## config.mk

```make
export PLATFORM = sky130hd
export DESIGN_NAME = boot_map_ctrl
export DESIGN_NICKNAME = d
export VERILOG_FILES = /design/src/rtl/boot_map_pkg.sv /design/src/rtl/addr_hold.sv /design/src/rtl/boot_flags.sv /design/src/rtl/bus_steer.sv /design/src/rtl/boot_map_ctrl.sv
export SDC_FILE = /design/constraint.sdc
export NUM_CORES = 1
export LEC_CHECK = 0
export CAP_MARGIN = 20
export CORE_AREA = 2 2 39 41
export DETAILED_ROUTE_END_ITERATION = 16
export DIE_AREA = 0 0 41 43
export PLACE_DENSITY = 0.76
export SLEW_MARGIN = 20
export SYNTH_ARGS = -nofsm -noshare
export SYNTH_HDL_FRONTEND = slang
export SYNTH_SLANG_ARGS = --single-unit
```

## constraint.sdc

```tcl
create_clock -name clk -period 2 [get_ports clk]
set_clock_uncertainty 0.05 [all_clocks]
set_input_delay 0.3 -clock clk [delete_from_list [all_inputs] [get_ports clk]]
set_output_delay 0.3 -clock clk [all_outputs]
set_load 0.1 [all_outputs]
```

## src/rtl/boot_map_pkg.sv

```systemverilog
package boot_map_pkg;

  // Upper-nibble remap: OR in the jump page while the jump is active.
  function automatic logic [3:0] remap_nibble(input logic [3:0] held,
                                              input logic       jump_on,
                                              input logic [3:0] jump_page);
    return jump_on ? (held | jump_page) : held;
  endfunction

  // Teardown port decode: every low address bit high.
  function automatic logic port_is_top(input logic [7:0] lo);
    return &lo;
  endfunction

endpackage

```

## src/rtl/addr_hold.sv

```systemverilog
module addr_hold #(
  parameter int W = 4
) (
  input  logic         clk,
  input  logic         rst_n,
  input  logic         mreq_n,
  input  logic [W-1:0] nib_in,
  output logic [W-1:0] nib_out
);
  logic [W-1:0] held_q;

  always_ff @(posedge clk or negedge rst_n) begin
    if (!rst_n)       held_q <= '0;
    else if (!mreq_n) held_q <= nib_in;
  end

  // open while mreq_n is low, closed otherwise
  assign nib_out = mreq_n ? held_q : nib_in;

  assert_hold_R2: assert property (@(posedge clk) disable iff (!rst_n)
    (mreq_n && $past(mreq_n)) |-> $stable(nib_out));

endmodule

```

## src/rtl/boot_flags.sv

```systemverilog
module boot_flags #(
  parameter int PORT_W = 8
) (
  input  logic              clk,
  input  logic              rst_n,
  input  logic              iorq_n,
  input  logic              rd_n,
  input  logic              wr_n,
  input  logic [PORT_W-1:0] port,
  output logic              jump_on,
  output logic              boot_on
);
  logic port_top;
  logic rd_hit;
  logic wr_hit;

  assign port_top = &port;
  assign rd_hit   = !iorq_n && !rd_n && port_top;
  assign wr_hit   = !iorq_n && !wr_n && port_top;

  always_ff @(posedge clk or negedge rst_n) begin
    if (!rst_n) begin
      jump_on <= 1'b1;
      boot_on <= 1'b1;
    end else begin
      if (rd_hit) jump_on <= 1'b0;
      if (wr_hit) boot_on <= 1'b0;
    end
  end

  assert_jump_clear_R7: assert property (@(posedge clk) disable iff (!rst_n)
    rd_hit |=> !jump_on);
  assert_jump_sticky_R7: assert property (@(posedge clk) disable iff (!rst_n)
    !jump_on |=> !jump_on);
  assert_boot_clear_R8: assert property (@(posedge clk) disable iff (!rst_n)
    wr_hit |=> !boot_on);
  assert_boot_sticky_R8: assert property (@(posedge clk) disable iff (!rst_n)
    !boot_on |=> !boot_on);

endmodule

```

## src/rtl/bus_steer.sv

```systemverilog
module bus_steer (
  input  logic clk,
  input  logic rst_n,
  input  logic boot_on,
  input  logic rd_n,
  input  logic page_hit,
  input  logic isolate,
  output logic prom_cs_n,
  output logic buf_en_n,
  output logic buf_dir
);
  logic prom_read;

  assign prom_read = boot_on && !rd_n && page_hit;
  assign prom_cs_n = !prom_read;
  assign buf_en_n  = prom_read || isolate;
  assign buf_dir   = !rd_n;

  assert_prom_needs_boot_R6: assert property (@(posedge clk) disable iff (!rst_n)
    !prom_cs_n |-> (boot_on && !rd_n && page_hit));
  assert_prom_isolates_R6: assert property (@(posedge clk) disable iff (!rst_n)
    !prom_cs_n |-> buf_en_n);
  assert_isolate_R10: assert property (@(posedge clk) disable iff (!rst_n)
    isolate |-> buf_en_n);

endmodule

```

## src/rtl/boot_map_ctrl.sv

```systemverilog
module boot_map_ctrl #(
  parameter int          ADDR_W    = 16,
  parameter int          PAGE_W    = 4,
  parameter int          PORT_W    = 8,
  parameter logic [3:0]  JUMP_PAGE = 4'hE,
  parameter logic [3:0]  PROM_PAGE = 4'hE
) (
  input  logic              clk,
  input  logic              rst_n,
  input  logic [ADDR_W-1:0] addr,
  input  logic              mreq_n,
  input  logic              iorq_n,
  input  logic              rd_n,
  input  logic              wr_n,
  input  logic              isolate,
  output logic [PAGE_W-1:0] page_addr,
  output logic              prom_cs_n,
  output logic              buf_en_n,
  output logic              buf_dir
);
  import boot_map_pkg::*;

  localparam int PAGE_LO = ADDR_W - PAGE_W;

  logic [PAGE_W-1:0] held_nib;
  logic              jump_on;
  logic              boot_on;
  logic              page_hit;
  logic              unused_mid;

  assign unused_mid = ^addr[PAGE_LO-1:PORT_W];

  addr_hold #(.W(PAGE_W)) u_hold (
    .clk(clk), .rst_n(rst_n), .mreq_n(mreq_n),
    .nib_in(addr[ADDR_W-1:PAGE_LO]), .nib_out(held_nib)
  );

  boot_flags #(.PORT_W(PORT_W)) u_flags (
    .clk(clk), .rst_n(rst_n), .iorq_n(iorq_n), .rd_n(rd_n), .wr_n(wr_n),
    .port(addr[PORT_W-1:0]), .jump_on(jump_on), .boot_on(boot_on)
  );

  assign page_addr = remap_nibble(held_nib, jump_on, JUMP_PAGE);
  assign page_hit  = (page_addr == PROM_PAGE);

  bus_steer u_steer (
    .clk(clk), .rst_n(rst_n), .boot_on(boot_on), .rd_n(rd_n),
    .page_hit(page_hit), .isolate(isolate),
    .prom_cs_n(prom_cs_n), .buf_en_n(buf_en_n), .buf_dir(buf_dir)
  );

  assert_jump_covers_R3: assert property (@(posedge clk) disable iff (!rst_n)
    jump_on |-> ((page_addr & JUMP_PAGE) == JUMP_PAGE));
  assert_pass_R4: assert property (@(posedge clk) disable iff (!rst_n)
    !jump_on |-> (page_addr == held_nib));

endmodule

```

==> metrics.md, run 1 <==
| Metric | Value |
|---|---|
| Status | `completed` |
| Finished Layout Cells | `76` |
| Post-synth cell types | `21` |
| Remaining DRCs | `0` |
| Max Cap Violations | `0` |
| Number of I/O pins | `30` |
| Htree depth | `1` |
| Placer Congestion | `0.6521` |
| Met3 Use GR | `6.806%` |
| Pwr dens | `632.5 nW/µm²` |
| Met2 usage | `16.88%` |
| Setup-failing EPs final | `0` |
| Yosys top cell area share | `31.01%` |
| Initial Util | `23.33%` |
| CP delay by family, top | `buffers and inverters` |
| Overall Global Routing Usage | `12.44%` |
| Number of DRC markers in iteration 0 | `0` |
| PortBufs | `25` |
| Max Clock Freq | `515.6 MHz` |
| Core Util, Final | `51.81%` |
| Root buffer cell | `clkbuf_4` |
| Placed cell area | `679.4 µm²` |
| CTS tree | `built` |
| Pre-CTS WS | `-0.2052 ns` |
| Worst Path Required | `1.65 ns` |
| Cell chain of the critical path | `dlygate4sd2_1 > mux2_4 > or2_4 > a41o_4 > buf_12` |
| Dominant cell type by area after synthesis | `dfrtp_1` |
| CP arrival | `1.59 ns` |
| Slew @ Worst Pin | `0.2856 ns` |
| Worst VDD drop | `0.2747 mV` |
| Pins Over Slew Limit | `0` |
| Worst-Skew Late Latency | `0.24 ns` |
| Buffers and inverters on the worst path | `2` |
| Routing usage on met1 | `13.49%` |
| Clock buffer depth | `2` |
| Total Power | `0.4535 mW` |
| GRT Residual Overflow | `0` |
| First-pass GRT wire length | `1386 µm` |
| Post-synthesis sequential area ratio | `47.29%` |
| Synth Cell Area | `322.8 µm²` |
| # Post-CTS Setup Buffers | `0` |
| Final Hold Viols | `0` |
| DRT Pass-1 Iters | `1` |
| Fin crit period | `1.939 ns` |
| Wirelength per Cell | `10.58 µm` |
| DRT Wirelength | `804 µm` |
| CP peak stage delay | `0.32 ns` |
| Critical path launch point type | `input port` |
| Area contributors post-synth | `dfrtp_1 31%, dfstp_2 16%, mux2_4 4.7%, o21a_1 4.7%, nand4_1 3.9%` |
| Core ar. | `1384 µm²` |
| GRT busiest layer | `met2` |
| TNS Setup | `0 ns` |
| Fin area | `716.9 µm²` |
| Critical Path Fanout Max | `4` |
| WS Path Type | `input port to output pin` |
| Vias per cell | `4.526` |
| Average size of a mapped cell | `11.13 µm²` |
| HPWL Detailed | `684.8 µm` |
| RSZ-0062 raised after global routing | `no` |
| Cell Rows | `14` |
| Die Wd | `41 µm` |
| Yosys reg bits | `6` |
| Initial antenna violation count | `0` |
| Fraction of layout cells with a size suffix above 1 | `36.67%` |
| CTS buffer count | `3` |
| Period utilization | `96.97%` |
| Static Leak | `0.3347 nW` |
| Synth warnings | `0` |
| Most common cell in the netlist | `dfrtp_1` |
| Post-route ant nets | `0` |
| Relative slew slack | `80.41%` |
| DIE HEIGHT | `43 µm` |
| Ys flop type | `dfrtp_1` |
| Post-synth EDFFs | `0` |
| CTS sink cnt | `6` |
| Synthesized Nets | `52` |
| Ant diodes | `0` |
| Hold slack | `0.2289 ns` |
| Slowest-stage cell, CP | `mux2_4` |
| Pin count of the biggest net entering global routing | `7` |
| CP endpoint kind | `output pin` |
| Syn-to-layout area delta | `122.1%` |
| Setup ws final | `0.06061 ns` |
| Clk slew on worst S/H paths | `0.05 ns` |
| NumNets Final | `84` |
| Placed cell count | `72` |
| Synthesized instance count | `29` |
| Async SR Flop Fraction | `100.0%` |
| Vias in the first global route | `366` |
| Overall die area | `1763 µm²` |
| HP Class | `input port to asynchronous set/reset pin` |
| Vias | `344` |
state kept, by name, summed over array words and instances (netlist names):
signal           cells
u_flags.boot_on      1
u_hold.held_q        4
u_flags.jump_on      1
area by class of cell:
cell class	instances	area, µm²
timing repair buffer	28	344.1
clock buffer	4	26.28
fill	119	666.9
tap	16	20.02
inverter	3	11.26
sequential	6	152.6
multi-input combinational	19	162.7
path summary, 6_finish.rpt:
kind / start / endpoint / slack (ns) / depth (start not counted)
max: mreq_n / buf_en_n / 0.06 / 5
min: rst_n / u_hold.held_q[1] / 0.23 / 1
max reg2reg: u_hold.held_q[0] / u_hold.held_q[0] / 1.05 / 2
min reg2reg: u_flags.boot_on / u_flags.boot_on / 0.41 / 1
max in group asynchronous: rst_n / u_flags.jump_on / 1.40 / 1
min in group clk: addr[14] / u_hold.held_q[2] / 0.26 / 2
kinds of logic after synthesis:
group | Yosys count | share of synthesized area, %
AND/OR/NAND/NOR | 11 | 22.48
flip-flops | 6 | 47.29
buffers and inverters | 4 | 5.815
multiplexers | 3 | 11.24
AO/OA/AOI/OAI | 5 | 13.18
worst reg2reg max path, stage by stage, from the launching register on:
cell and delay (ns):
dfrtp_1 0.36, mux2i_1 0.26, inv_1 0.14
timing repair:
action                     4_1_cts  5_1_grt
resized for setup                2        1
hold buffers                     0        0
pin swaps                        1        2
setup endpoints to repair        5        1
metal layers:
layer	wire length (µm)	vias to the layer above
met4	12	0
li1	-	167
met3	88	2
met2	397	21
met1	306	154
met5	0	-
where the power goes:
group          total, mW  internal (mW)  switching [mW]
clock              0.124         0.0758          0.0481
combinational      0.197         0.0906           0.107
sequential         0.132          0.130         0.00254
total              0.453          0.296           0.157
layout by cell type (no fill, tap or decap), types with 2 or more instances in the layout:
cell	instances
dfstp_2	2
buf_12	7
inv_1	2
dfrtp_1	4
o21a_1	2
or2_1	2
nand4_1	2
clkbuf_4	3
clkdlybuf4s50_1	16
buf_4	3
No activity file was read; power rests on OpenSTA's default activity.
==> inputs of run 2 (changes only) <==
--- a/config.mk
+++ b/config.mk
@@ -10,6 +10,7 @@
 export DETAILED_ROUTE_END_ITERATION = 16
 export DIE_AREA = 0 0 41 43
 export PLACE_DENSITY = 0.76
+export RECOVER_POWER = 50
 export SLEW_MARGIN = 20
 export SYNTH_ARGS = -nofsm -noshare
 export SYNTH_HDL_FRONTEND = slang
==> run 2 against run 1 <==
Effect of this change:
- worst hold slack better by 0.035 ns
- register-to-register slack about the same
- clock power about the same
- combinational power about the same
- final cell count unchanged
- clock-buffer cell count unchanged
- critical path type unchanged
- largest cell class unchanged
==> metrics.md, run 2 (synthesis gave the netlist of run 1 again) <==
| Metric | Value |
|---|---|
| Most frequent cells in the layout | `15 x clkdlybuf4s50_1, 7 x buf_12, 4 x dfrtp_1, 3 x clkbuf_4` |
| CTS sink cnt | `6` |
| Worst VDD drop | `0.2746 mV` |
| HP Class | `input port to flip-flop` |
| CP peak stage delay | `0.32 ns` |
| Hold buffers post-CTS | `0` |
| CP arrival | `1.59 ns` |
| DRT Pass-1 Iters | `1` |
| Vias per cell | `4.526` |
| Setup-failing EPs final | `0` |
| Number of I/O pins | `30` |
| Critical path launch point type | `input port` |
| Max Cap Violations | `0` |
| GRT Residual Overflow | `0` |
| Post-route ant nets | `0` |
| Pins Over Slew Limit | `0` |
| HPWL Detailed | `684.8 µm` |
| Initial Util | `23.33%` |
| Cell Rows | `14` |
| Period utilization | `96.90%` |
| Pwr dens | `634.1 nW/µm²` |
| Htree depth | `1` |
| Slew @ Worst Pin | `0.2856 ns` |
| Worst Path Required | `1.65 ns` |
| Vias in the first global route | `366` |
| PortBufs | `25` |
| CTS tree | `built` |
| Relative slew slack | `80.41%` |
| Clock buffer depth | `2` |
| Pin count of the biggest net entering global routing | `7` |
| Largest regs | `u_hold.held_q: 4 flops, u_flags.boot_on: 1 flops, u_flags.jump_on: 1 flops` |
| RSZ-0062 raised after global routing | `no` |
| Final Hold Viols | `0` |
| Static Leak | `0.3313 nW` |
| # Post-CTS Setup Buffers | `0` |
| Ant diodes | `0` |
| TNS Setup | `0 ns` |
| Critical Path Fanout Max | `4` |
| DIE HEIGHT | `43 µm` |
| DRT Wirelength | `804 µm` |
| NumNets Final | `84` |
| CTS buffer count | `3` |
| Fraction of layout cells with a size suffix above 1 | `35.00%` |
| Overall die area | `1763 µm²` |
| First-pass GRT wire length | `1386 µm` |
| Core ar. | `1384 µm²` |
| Most common cell after layout, fill and taps aside | `clkdlybuf4s50_1` |
| Syn-to-layout area delta | `120.9%` |
| Biggest register | `u_hold.held_q` |
| Vias | `344` |
| Core Util, Final | `51.54%` |
| Fin crit period | `1.938 ns` |
| Status | `completed` |
| Wirelength per Cell | `10.58 µm` |
| Number of DRC markers in iteration 0 | `0` |
| Remaining DRCs | `0` |
| Root buffer cell | `clkbuf_4` |
| Clk slew on worst S/H paths | `0.05 ns` |
| Slowest-stage cell, CP | `mux2_4` |
| Overall Global Routing Usage | `12.44%` |
| Largest register FFs | `4` |
| Cell chain of the critical path | `dlygate4sd2_1 > mux2_4 > or2_4 > a41o_4 > buf_12` |
| Max Clock Freq | `516.0 MHz` |
| WS Path Type | `input port to output pin` |
| Die Wd | `41 µm` |
| Worst-Skew Late Latency | `0.24 ns` |
| CP endpoint kind | `output pin` |
| Initial antenna violation count | `0` |
| Placer Congestion | `0.6521` |
run 2: path summary, 6_finish.rpt:
path / end / slack [ns] / cells after the start / from
worst max-delay path: buf_en_n / 0.06 / 5 / mreq_n
worst min-delay path: u_hold.held_q[2] / 0.26 / 2 / addr[14]
worst max register to register: u_hold.held_q[0] / 1.05 / 2 / u_hold.held_q[0]
worst min register to register: u_flags.boot_on / 0.41 / 1 / u_flags.boot_on
max in group asynchronous: u_flags.jump_on / 1.33 / 1 / rst_n
min in group asynchronous: u_hold.held_q[1] / 0.30 / 1 / rst_n
run 2: layer usage:
| layer | part of all wire [%] | track usage (%) | up-vias | wire length (µm) |
|---|---|---|---|---|
| met5 | 0 | 0 | - | 0 |
| met4 | 1.5 | 10.00 | 0 | 12 |
| met3 | 11 | 6.806 | 2 | 88 |
| met2 | 49 | 16.88 | 21 | 396 |
| met1 | 38 | 13.49 | 154 | 306 |
| li1 | - | - | 167 | - |
run 2: cell type report:
type                       instances  area, µm²
tap                               16      20.02
inverter                           3      11.26
multi-input combinational         19      162.7
sequential                         6      152.6
clock buffer                       4      26.28
timing repair buffer              28      340.3
fill                             119      670.6
run 2: through the flow:
step | cell area [µm²] | worst slack (ns) | std cells | hold slack, ns | total power [mW]
2_1_floorplan | 324.1 | -0.1679 | 29 | -0.04559 | 0.2378
3_3_place_gp | 679.4 | -0.2025 | 72 | 0.3918 | 0.3298
3_5_place_dp | 679.4 | -0.2052 | 72 | 0.4139 | 0.3318
4_1_cts | 714.4 | 0.01029 | 76 | 0.2264 | 0.4634
5_1_grt | 713.2 | 0.01439 | 76 | 0.2717 | 0.4766
6_report | 713.2 | 0.06207 | 76 | 0.2637 | 0.4522
run 2: timing repair:
item	4_1_cts	5_1_grt
resized for setup	2	1
setup endpoints to repair	5	1
pin swaps	1	2
endpoints found under the hold margin	0	0
run 2: report_power, final:
| part | total (mW) | switching (mW) | leakage, nW | internal, mW |
|---|---|---|---|---|
| registers | 0.132 | 0.00252 | 0.0679 | 0.130 |
| logic | 0.196 | 0.107 | 0.248 | 0.0894 |
| clock network | 0.124 | 0.0481 | 0.0150 | 0.0758 |
| total | 0.452 | 0.157 | 0.331 | 0.295 |
run 2: worst max-delay path: cells and delay by family:
family | cells | cell delay [ns]
buffers and inverters | 2 | 0.44
AND/OR/NAND/NOR | 1 | 0.26
AO/OA/AOI/OAI | 1 | 0.26
multiplexers | 1 | 0.32
